[config.mk]
export PLATFORM = sky130hd
export DESIGN_NAME = pwr_mode_seq
export DESIGN_NICKNAME = d
export VERILOG_FILES = /design/src/rtl/pwr_mode_pkg.sv /design/src/rtl/pwr_perm_reg.sv /design/src/rtl/pwr_mode_regs.sv /design/src/rtl/pwr_stop_seq.sv /design/src/rtl/pwr_mode_seq.sv
export SDC_FILE = /design/constraint.sdc
export NUM_CORES = 1
export LEC_CHECK = 0
export BUFFER_PORTS_ARGS = -buffer_cell sky130_fd_sc_hd__buf_2
export CAP_MARGIN = 5
export CELL_PAD_IN_SITES_DETAIL_PLACEMENT = 1
export CELL_PAD_IN_SITES_GLOBAL_PLACEMENT = 1
export CORE_MARGIN = 3
export CORE_UTILIZATION = 32
export DETAILED_ROUTE_END_ITERATION = 10
export PLACE_DENSITY = 0.84
export SLEW_MARGIN = 20
export SYNTH_ARGS = -nofsm -noshare
export SYNTH_HDL_FRONTEND = slang
export SYNTH_HIERARCHICAL = 1
export SYNTH_SLANG_ARGS = --single-unit
[constraint.sdc]
create_clock -name clk_i -period 1.25 [get_ports clk_i]
set_input_delay 0.25 -clock clk_i [delete_from_list [all_inputs] [get_ports clk_i]]
set_output_delay 0.25 -clock clk_i [all_outputs]
set_load 0.01 [all_outputs]
[src/rtl/pwr_mode_pkg.sv]
package pwr_mode_pkg;
  localparam logic [1:0] RM_NORM = 2'b00;
  localparam logic [1:0] RM_VLP  = 2'b10;

  localparam logic [2:0] SM_STOP = 3'b000;
  localparam logic [2:0] SM_VLPS = 3'b010;
  localparam logic [2:0] SM_LLS  = 3'b011;
  localparam logic [2:0] SM_VLLS = 3'b100;

  localparam int ST_RUN  = 0;
  localparam int ST_VLPR = 1;
  localparam int ST_STOP = 2;
  localparam int ST_VLPS = 3;
  localparam int ST_W    = 4;

  localparam int PERM_W    = 3;
  localparam int PERM_VLP  = 0;
  localparam int PERM_LLS  = 1;
  localparam int PERM_VLLS = 2;

  typedef enum logic [1:0] {PH_IDLE, PH_ENTER, PH_STOPPED} phase_t;

  function automatic logic stop_code_ok(input logic [2:0] code, input logic [PERM_W-1:0] perm);
    case (code)
      SM_STOP: stop_code_ok = 1'b1;
      SM_VLPS: stop_code_ok = perm[PERM_VLP];
      SM_LLS:  stop_code_ok = perm[PERM_LLS];
      SM_VLLS: stop_code_ok = perm[PERM_VLLS];
      default: stop_code_ok = 1'b0;
    endcase
  endfunction
endpackage

[src/rtl/pwr_perm_reg.sv]
module pwr_perm_reg
  import pwr_mode_pkg::*;
(
  input  logic              clk_i,
  input  logic              rst_ni,
  input  logic              wr_i,
  input  logic [PERM_W-1:0] wdata_i,
  output logic [PERM_W-1:0] perm_o,
  output logic              first_wr_o
);
  logic              locked_q;
  logic [PERM_W-1:0] perm_q;

  assign first_wr_o = wr_i && !locked_q;
  assign perm_o     = perm_q;

  always_ff @(posedge clk_i or negedge rst_ni) begin
    if (!rst_ni) begin
      locked_q <= 1'b0;
      perm_q   <= '0;
    end else if (first_wr_o) begin
      locked_q <= 1'b1;
      perm_q   <= wdata_i;
    end
  end

  assert_perm_locked_R2: assert property (@(posedge clk_i) disable iff (!rst_ni)
    locked_q |=> $stable(perm_q));
endmodule

[src/rtl/pwr_mode_regs.sv]
module pwr_mode_regs
  import pwr_mode_pkg::*;
(
  input  logic              clk_i,
  input  logic              rst_ni,
  input  logic              wr_ctrl_i,
  input  logic [1:0]        run_wr_i,
  input  logic [2:0]        stop_wr_i,
  input  logic [PERM_W-1:0] perm_i,
  input  logic              clr_stop_i,
  input  logic [ST_W-1:0]   status_i,
  input  logic              idle_i,
  output logic [1:0]        run_o,
  output logic [2:0]        stop_o
);
  logic [1:0] run_q;
  logic [2:0] stop_q;
  logic       run_ok;

  always_comb begin
    run_ok = 1'b0;
    if (wr_ctrl_i && idle_i) begin
      if (run_wr_i == RM_VLP)
        run_ok = perm_i[PERM_VLP] && status_i[ST_RUN];
      else if (run_wr_i == RM_NORM)
        run_ok = status_i[ST_VLPR];
    end
  end

  always_ff @(posedge clk_i or negedge rst_ni) begin
    if (!rst_ni) begin
      run_q  <= RM_NORM;
      stop_q <= SM_STOP;
    end else begin
      if (run_ok) run_q <= run_wr_i;
      if (clr_stop_i)
        stop_q <= SM_STOP;
      else if (wr_ctrl_i && stop_code_ok(stop_wr_i, perm_i))
        stop_q <= stop_wr_i;
    end
  end

  assign run_o  = run_q;
  assign stop_o = stop_q;

  assert_vlpr_needs_run_R4: assert property (@(posedge clk_i) disable iff (!rst_ni)
    (wr_ctrl_i && run_wr_i == RM_VLP && !status_i[ST_RUN]) |=> $stable(run_q));
  assert_norm_needs_vlpr_R4: assert property (@(posedge clk_i) disable iff (!rst_ni)
    (wr_ctrl_i && run_wr_i == RM_NORM && !status_i[ST_VLPR]) |=> $stable(run_q));
endmodule

[src/rtl/pwr_stop_seq.sv]
module pwr_stop_seq
  import pwr_mode_pkg::*;
#(
  parameter int ENTRY_CYCLES = 4
) (
  input  logic            clk_i,
  input  logic            rst_ni,
  input  logic            sleep_req_i,
  input  logic            deep_i,
  input  logic            irq_i,
  input  logic [1:0]      run_code_i,
  input  logic [2:0]      stop_code_i,
  output logic [ST_W-1:0] status_o,
  output logic            idle_o,
  output logic            entering_o,
  output logic            abort_o
);
  localparam int CNT_W = (ENTRY_CYCLES > 2) ? $clog2(ENTRY_CYCLES) : 1;
  localparam logic [CNT_W-1:0] CNT_LAST = CNT_W'(ENTRY_CYCLES - 1);

  phase_t           phase_q;
  logic [CNT_W-1:0] cnt_q;
  logic             cur_vlp_q;
  logic             tgt_vlps_q;
  logic             abort_q;
  logic             start;

  assign start = (phase_q == PH_IDLE) && sleep_req_i && deep_i;

  always_ff @(posedge clk_i or negedge rst_ni) begin
    if (!rst_ni) begin
      phase_q    <= PH_IDLE;
      cnt_q      <= '0;
      cur_vlp_q  <= 1'b0;
      tgt_vlps_q <= 1'b0;
      abort_q    <= 1'b0;
    end else begin
      case (phase_q)
        PH_IDLE: begin
          cur_vlp_q <= (run_code_i == RM_VLP);
          if (start) begin
            phase_q    <= PH_ENTER;
            cnt_q      <= '0;
            abort_q    <= 1'b0;
            tgt_vlps_q <= (stop_code_i == SM_VLPS);
          end
        end
        PH_ENTER: begin
          if (irq_i) begin
            abort_q <= 1'b1;
            phase_q <= PH_IDLE;
          end else if (cnt_q == CNT_LAST) begin
            phase_q <= PH_STOPPED;
          end else begin
            cnt_q <= cnt_q + 1'b1;
          end
        end
        PH_STOPPED: if (irq_i) phase_q <= PH_IDLE;
        default: phase_q <= PH_IDLE;
      endcase
    end
  end

  always_comb begin
    status_o = '0;
    if (phase_q == PH_STOPPED) status_o[tgt_vlps_q ? ST_VLPS : ST_STOP] = 1'b1;
    else                       status_o[cur_vlp_q ? ST_VLPR : ST_RUN]   = 1'b1;
  end

  assign idle_o     = (phase_q == PH_IDLE);
  assign entering_o = (phase_q == PH_ENTER);
  assign abort_o    = abort_q;

  assert_status_onehot_R5: assert property (@(posedge clk_i) disable iff (!rst_ni)
    $countones(status_o) == 1);
  assert_start_clears_R7: assert property (@(posedge clk_i) disable iff (!rst_ni)
    start |=> (!abort_q && phase_q == PH_ENTER));
  assert_irq_aborts_R9: assert property (@(posedge clk_i) disable iff (!rst_ni)
    (phase_q == PH_ENTER && irq_i) |=> (abort_q && phase_q == PH_IDLE));
  assert_wake_keeps_run_R10: assert property (@(posedge clk_i) disable iff (!rst_ni)
    (phase_q == PH_STOPPED && irq_i) |=> (phase_q == PH_IDLE && $stable(cur_vlp_q)));
endmodule

[src/rtl/pwr_mode_seq.sv]
module pwr_mode_seq
  import pwr_mode_pkg::*;
#(
  parameter int ENTRY_CYCLES = 4
) (
  input  logic       clk_i,
  input  logic       rst_ni,
  input  logic       wr_en_i,
  input  logic [1:0] addr_i,
  input  logic [7:0] wdata_i,
  output logic [7:0] rdata_o,
  input  logic       sleep_req_i,
  input  logic       deep_i,
  input  logic       irq_i,
  output logic [3:0] status_o,
  output logic [1:0] run_mode_o,
  output logic [2:0] stop_mode_o,
  output logic       entering_o,
  output logic       stop_abort_o
);
  localparam logic [1:0] A_PERM = 2'd0;
  localparam logic [1:0] A_CTRL = 2'd1;
  localparam logic [1:0] A_STAT = 2'd2;

  logic [PERM_W-1:0] perm;
  logic              first_wr;
  logic [ST_W-1:0]   status;
  logic              idle;
  logic [1:0]        run_q;
  logic [2:0]        stop_q;
  logic              abort;

  pwr_perm_reg u_perm (
    .clk_i      (clk_i),
    .rst_ni     (rst_ni),
    .wr_i       (wr_en_i && addr_i == A_PERM),
    .wdata_i    (wdata_i[PERM_W-1:0]),
    .perm_o     (perm),
    .first_wr_o (first_wr)
  );

  pwr_mode_regs u_regs (
    .clk_i      (clk_i),
    .rst_ni     (rst_ni),
    .wr_ctrl_i  (wr_en_i && addr_i == A_CTRL),
    .run_wr_i   (wdata_i[6:5]),
    .stop_wr_i  (wdata_i[2:0]),
    .perm_i     (perm),
    .clr_stop_i (first_wr),
    .status_i   (status),
    .idle_i     (idle),
    .run_o      (run_q),
    .stop_o     (stop_q)
  );

  pwr_stop_seq #(.ENTRY_CYCLES(ENTRY_CYCLES)) u_seq (
    .clk_i       (clk_i),
    .rst_ni      (rst_ni),
    .sleep_req_i (sleep_req_i),
    .deep_i      (deep_i),
    .irq_i       (irq_i),
    .run_code_i  (run_q),
    .stop_code_i (stop_q),
    .status_o    (status),
    .idle_o      (idle),
    .entering_o  (entering_o),
    .abort_o     (abort)
  );

  always_comb begin
    case (addr_i)
      A_PERM:  rdata_o = {{(8-PERM_W){1'b0}}, perm};
      A_CTRL:  rdata_o = {1'b0, run_q, 1'b0, abort, stop_q};
      A_STAT:  rdata_o = {{(8-ST_W){1'b0}}, status};
      default: rdata_o = 8'h00;
    endcase
  end

  assign status_o     = status;
  assign run_mode_o   = run_q;
  assign stop_mode_o  = stop_q;
  assign stop_abort_o = abort;
endmodule

==> metrics.md, run 1 <==
| Metric | Value |
|---|---|
| Status | `finished, violations left` |
| Failing checks | `setup timing` |
| R2R depth | `7` |
| Worst r2r dst | `u_regs/run_o[1]` |
| Die area | `3787 um2` |
| TritonRoute pass-1 iters | `4` |
| Num rows | `19` |
| Max-slew violations | `0` |
| Area delta synth->final | `59.70%` |
| Mapped Area | `987.2 um2` |
| Clock-pin slew on the worst setup and hold paths | `0.10 ns` |
| Global-route wire length before repair | `4857 um` |
| CP bufs+invs | `1` |
| Synth cell types | `36` |
| Async S/R FF share, synth | `1.000` |
| Clk root buf | `clkbuf_4` |
| CTS tree | `yes` |
| Setup TNS | `-3.783 ns` |
| Num CTS Buffers | `3` |
| Gpl congestion | `0.7192` |
| Worst setup path start | `u_seq/phase_q[0]` |
| Max Clock Freq | `593.4 MHz` |
| Slowest stage delay, CP | `0.41 ns` |
| # port buffers | `29` |
| CP Data Required Time | `1.00 ns` |
| Endpoints failing hold | `0` |
| Chip height | `61.54 um` |
| Final worst setup slack | `-0.4352 ns` |
| Final period util | `1.348` |
| Via density | `5.192` |
| CTS sink count | `16` |
| WHS | `0.2078 ns` |
| Antenna Nets Post-Route | `0` |
| Mean area per synthesized cell | `9.972 um2` |
| Worst r2r src | `u_seq/phase_q[0]` |
| Flops & latches, synth | `16` |
| Kind of cell adding the most delay to the critical path | `flip-flops` |
| R2R Setup Slk | `-0.32 ns` |
| Worst Setup End Kind | `output pin` |
| I/O pin count | `35` |
| Worst Setup EP | `rdata_o[1]` |
| Crit path cell chain | `nand2b_4, and2_4, mux2i_1, o2bb2ai_2, buf_2` |
| Antenna violations before repair | `0` |
| Initial drt markers | `20` |
| Register area | `400.4 um2` |
| Max-cap violation count | `0` |
| Crit-path max FO | `5` |
| Largest net degree at the start of global routing | `17` |
| RSZ-0062 raised after global routing | `yes` |
| # setup viols final | `13` |
| Worst-skew pair later-pin latency | `0.29 ns` |
| Vias | `945` |
| Post-DP HPWL | `2222 um` |
| Crit path depth | `5` |
| P_leak | `0.7430 nW` |
| Final setup skew | `0.002873 ns` |
| Pwr Density | `1501 nW/um2` |
| EDFF count, synth | `0` |
| Seq/Total Area, Yosys | `0.4056` |
| Synthesized instance count | `99` |
| Crit-path slowest cell | `dfrtp_1` |
| Peak supply drop | `0.0007568 V` |
| Final WL | `3213 um` |
| CTS Buffer Depth | `2` |
| Global route overflow | `0` |
| WS Path Type | `reg -> out` |
| Hold Crit Class | `in -> reg` |
| DRC viols | `0` |
| DR WL/cell | `17.65 um` |
| Initial core utilization | `0.3461` |
| Top FF cell, synth | `dfrtp_1` |
| Inserted Diodes | `0` |
| YS warnings | `6` |
| Die Wd | `61.54 um` |
| Fin cells | `182` |
| Share of cells above drive strength 1 | `0.6026` |
| Fin util | `0.5526` |
| Total chip power | `2.367 mW` |
| # H-tree levels | `1` |
| Layout Nets | `169` |
| Startpoint Class | `flop` |
| Multi-input gate area | `700.7 um2` |
| Worst Path Arrival | `1.44 ns` |
| Gr usage total | `0.1791` |
| Min Tclk post-route | `1.685 ns` |
| Core Box Area | `2853 um2` |
| Vias in the first global route | `1001` |
| DP Cell Count | `168` |
| Filler cells | `314` |
[logic make-up after synthesis]
family | share of synthesized area
simple gates | 0.2459
compound gates | 0.1610
flops | 0.4056
buf+inv | 0.05450
mux | 0.1166
fa+ha+maj | 0.01267
other cells | 0.003799
[worst register-to-register path: stages (launching register included)]
cell,delay [ns]
dfrtp_1,0.41
nand2b_4,0.18
and2_4,0.17
buf_4,0.13
buf_6,0.11
o2111ai_4,0.23
nor2_2,0.06
o22a_1,0.17
[synth_stat cells (2+ instances only)]
cell type / count / area [um2]
nand2b_2: 3 / 26.28
o2bb2ai_1: 4 / 35.03
dfrtp_1: 16 / 400.4
or2_1: 2 / 12.51
mux2_4: 3 / 45.04
a21oi_1: 4 / 20.02
or2b_2: 2 / 17.52
inv_1: 5 / 18.77
nor2_1: 6 / 22.52
o21ai_1: 2 / 10.01
mux2i_1: 7 / 70.07
o21ai_0: 5 / 25.02
and2_1: 4 / 25.02
nor2b_4: 2 / 27.53
nand2_1: 7 / 26.28
nor2b_1: 4 / 25.02
buf_4: 4 / 30.03
[cells in the final DEF, fill, tap and decap left out, types with 4 or more instances in the layout]
master,Yosys,layout
buf_2,1,24
dfrtp_1,16,16
buf_4,4,14
buf_6,0,13
nand2_1,7,7
mux2i_1,7,6
inv_1,5,5
nor2b_4,2,4
[layout make-up]
cell class,instances,area share
Sequential cell,16,0.2540
Clock buffer,4,0.02302
Timing Repair Buffer,52,0.2421
Multi-Input combinational cell,74,0.4444
Inverter,5,0.01190
Tap cell,31,0.02460
[state kept, by name, summed over array words and instances (netlist names)]
| signal | flops |
|---|---|
| u_perm/perm_o | 3 |
| u_regs/stop_o | 3 |
| u_regs/run_o | 2 |
| u_seq/cnt_q | 2 |
| u_seq/phase_q | 2 |
| u_perm/locked_q | 1 |
| u_seq/abort_o | 1 |
| u_seq/cur_vlp_q | 1 |
| u_seq/tgt_vlps_q | 1 |
[what timing repair did]
| item | CTS | global route |
|---|---|---|
| hold buffers | 1 | 0 |
| buffers inserted | 5 | 4 |
| endpoints found under the hold margin | 16 | 0 |
| gates resized for setup | 10 | 26 |
| setup endpoints to repair | 16 | 18 |
| pin swaps | 3 | 7 |
[through the flow]
stage	setup WS (ns)	instance area, um2
floorplan	-0.01784	1046
global placement	-0.06431	1286
detailed placement	-0.09989	1286
CTS	-0.4335	1420
global route	-0.4948	1577
finish	-0.4352	1577
[per-layer routing]
metal  routed length [um]  GRT usage
met1                 1170     0.1956
met2                 1833     0.3348
met3                  142    0.04193
met4                   67    0.06061
met5                    0          0
[power breakdown]
| part | total, mW | switching, mW | internal (mW) |
|---|---|---|---|
| registers | 0.835 | 0.183 | 0.653 |
| clock network | 0.358 | 0.180 | 0.178 |
| logic | 1.17 | 0.513 | 0.660 |
[how the worst min path moves through the flow]
stage / start / to / slack [ns] / depth (start not counted)
global route: irq_i / u_seq/phase_q[1] / 0.19 / 2
finish: irq_i / u_seq/phase_q[1] / 0.21 / 2
CTS: irq_i / u_seq/phase_q[1] / 0.20 / 2
floorplan: rst_ni / u_perm/locked_q / -0.05 / 0
global placement: rst_ni / u_seq/abort_o / 0.19 / 1
detailed placement: rst_ni / u_seq/abort_o / 0.19 / 1
No activity file was read; power rests on OpenSTA's default activity.
==> run 2, diff against run 1 <==
CAP_MARGIN = default   (was 5)
CORE_UTILIZATION = 36   (was 32)
PLACE_DENSITY = 0.89   (was 0.84)
clock period = 1.9 ns   (was 1.25 ns; I/O delays follow)
==> metrics.md, run 2 (synthesis gave the netlist of run 1 again) <==
| Metric | Value |
|---|---|
| Endpoints failing hold | `9` |
| Met1 WL | `1076 um` |
| CTS Buffer Depth | `2` |
| Antenna Nets Post-Route | `0` |
| Max layer used | `met4` |
| TritonRoute pass-1 iters | `4` |
| Worst r2r src | `u_seq/phase_q[0]` |
| Internal | `0.7582 mW` |
| Crit path depth | `5` |
| Kind of cell adding the most delay to the critical path | `flip-flops` |
| Share of cells above drive strength 1 | `0.4000` |
| Pwr Density | `987.0 nW/um2` |
| Final worst setup slack | `0.1058 ns` |
| Max-cap violation count | `0` |
| Global route overflow | `0` |
| Chip height | `58.37 um` |
| Leading cell type in the layout, fill and taps excluded | `buf_2` |
| Max-slew violations | `0` |
| Crit-path max FO | `5` |
| Num CTS Buffers | `3` |
| CP bufs+invs | `1` |
| Worst Setup End Kind | `output pin` |
| R2R depth | `5` |
| Via density | `5.200` |
| Sw Pwr | `0.4334 mW` |
| Worst Setup EP | `rdata_o[1]` |
| Worst r2r dst | `u_regs/run_o[1]` |
| Gate power share | `0.363` |
| Initial core utilization | `0.3879` |
| Startpoint Class | `flop` |
| WS Path Type | `reg -> out` |
| CTS sink count | `16` |
| Hold Crit Class | `in -> async` |
| WL met3 | `157 um` |
| Vias | `832` |
| Final period util | `0.9443` |
| R2R Setup Slk | `0.50 ns` |
| Seq pwr share | `0.444` |
| Initial drt markers | `25` |
| RSZ-0062 raised after global routing | `no` |
| Core Box Area | `2545 um2` |
| Fin cells | `160` |
| Global-route wire length before repair | `4229 um` |
| Status | `finished, violations left` |
| Clock-pin slew on the worst setup and hold paths | `0.10 ns` |
| # H-tree levels | `1` |
| I/O pin count | `35` |
| DR WL/cell | `15.48 um` |
| WHS | `-0.002435 ns` |
| DRC viols | `0` |
| Setup TNS | `0 ns` |
| Inserted Diodes | `0` |
| Slowest stage delay, CP | `0.43 ns` |
| Clk pwr share | `0.193` |
| Final WL | `2476 um` |
| CP Data Required Time | `1.52 ns` |
| Switch share | `0.3637` |
| # port buffers | `29` |
| Crit path cell chain | `nand2b_4, and2_1, mux2i_1, o2bb2ai_1, buf_2` |
| Gpl congestion | `0.8052` |
| Num rows | `18` |
| # setup viols final | `0` |
| Crit-path slowest cell | `dfrtp_1` |
| Layout Nets | `148` |
| Largest net degree at the start of global routing | `17` |
| Failing checks | `hold timing` |
| Max Clock Freq | `557.3 MHz` |
| Worst-skew pair later-pin latency | `0.28 ns` |
| Area delta synth->final | `22.31%` |
| Vias in the first global route | `905` |
| Worst setup path start | `u_seq/phase_q[1]` |
| Die area | `3406 um2` |
| Peak supply drop | `0.0005620 V` |
| Filler cells | `303` |
| Die Wd | `58.37 um` |
| Min Tclk post-route | `1.794 ns` |
| Gr usage total | `0.1615` |
| Worst Path Arrival | `1.41 ns` |
| Final setup skew | `0.004328 ns` |
| Pre-CTS setup slack | `0.2942 ns` |
| Antenna violations before repair | `0` |
| P_leak | `0.5977 nW` |
| CTS tree | `yes` |
| Clk root buf | `clkbuf_4` |
| DP Cell Count | `156` |
| Most frequent cells in the layout | `29 x buf_2, 16 x dfrtp_1, 7 x mux2i_1, 7 x nand2_1` |
| Post-DP HPWL | `1932 um` |
| Metal2 WL | `1235 um` |
run 2: metrics by stage:
stage | hold slack (ns) | power (mW) | utilization | area [um2]
2_1_floorplan | 0.08441 | 0.7817 | - | 991.0
5_1_grt | 0.01213 | 1.289 | 0.4744 | 1207
3_5_place_dp | 0.3230 | 0.9547 | 0.4533 | 1154
3_3_place_gp | 0.3114 | 0.9224 | 0.4533 | 1154
6_report | -0.002435 | 1.192 | 0.4744 | 1207
4_1_cts | 0.007691 | 1.192 | 0.4685 | 1192
run 2: what timing repair did:
item	in CTS	in global routing
buffers inserted	0	0
hold buffers	0	0
gates resized for setup	1	3
setup endpoints to repair	1	4
run 2: power groups by stage:
stage                     Sequential (mW)  Clock (mW)  Combinational (mW)
after global routing                0.546       0.254               0.489
after floorplan                     0.521           0               0.261
after CTS                           0.525       0.235               0.431
final                               0.529       0.230               0.433
after global placement              0.517           0               0.406
after detailed placement            0.530           0               0.425
run 2: worst min path at each step:
stage / end
after global routing: u_regs/run_o[0]
after detailed placement: u_seq/cnt_q[0]
final: u_seq/cnt_q[0]
after CTS: u_seq/cnt_q[0]
after floorplan: u_perm/locked_q
after global placement: u_seq/abort_o
run 2: layout make-up:
type / count / area, um2 / area share
Sequential cell: 16 / 400.4 / 0.3316
Timing Repair Buffer: 31 / 160.2 / 0.1326
Multi-Input combinational cell: 74 / 554.3 / 0.4591
Tap cell: 30 / 37.54 / 0.03109
Inverter: 5 / 18.77 / 0.01554
Clock buffer: 4 / 36.28 / 0.03005
run 2: worst reg2reg max path, stage by stage, from the launching register on:
cell,delay [ns]
dfrtp_1,0.39
nand2b_4,0.17
and2_1,0.19
o2111ai_1,0.27
nor2_1,0.09
o22a_1,0.18
run 2: metal layers:
layer / up-vias / track usage
met2: 25 / 0.2743
li1: 399 / -
met1: 406 / 0.2069
met3: 2 / 0.03289
met5: - / 0
met4: 0 / 0.04636
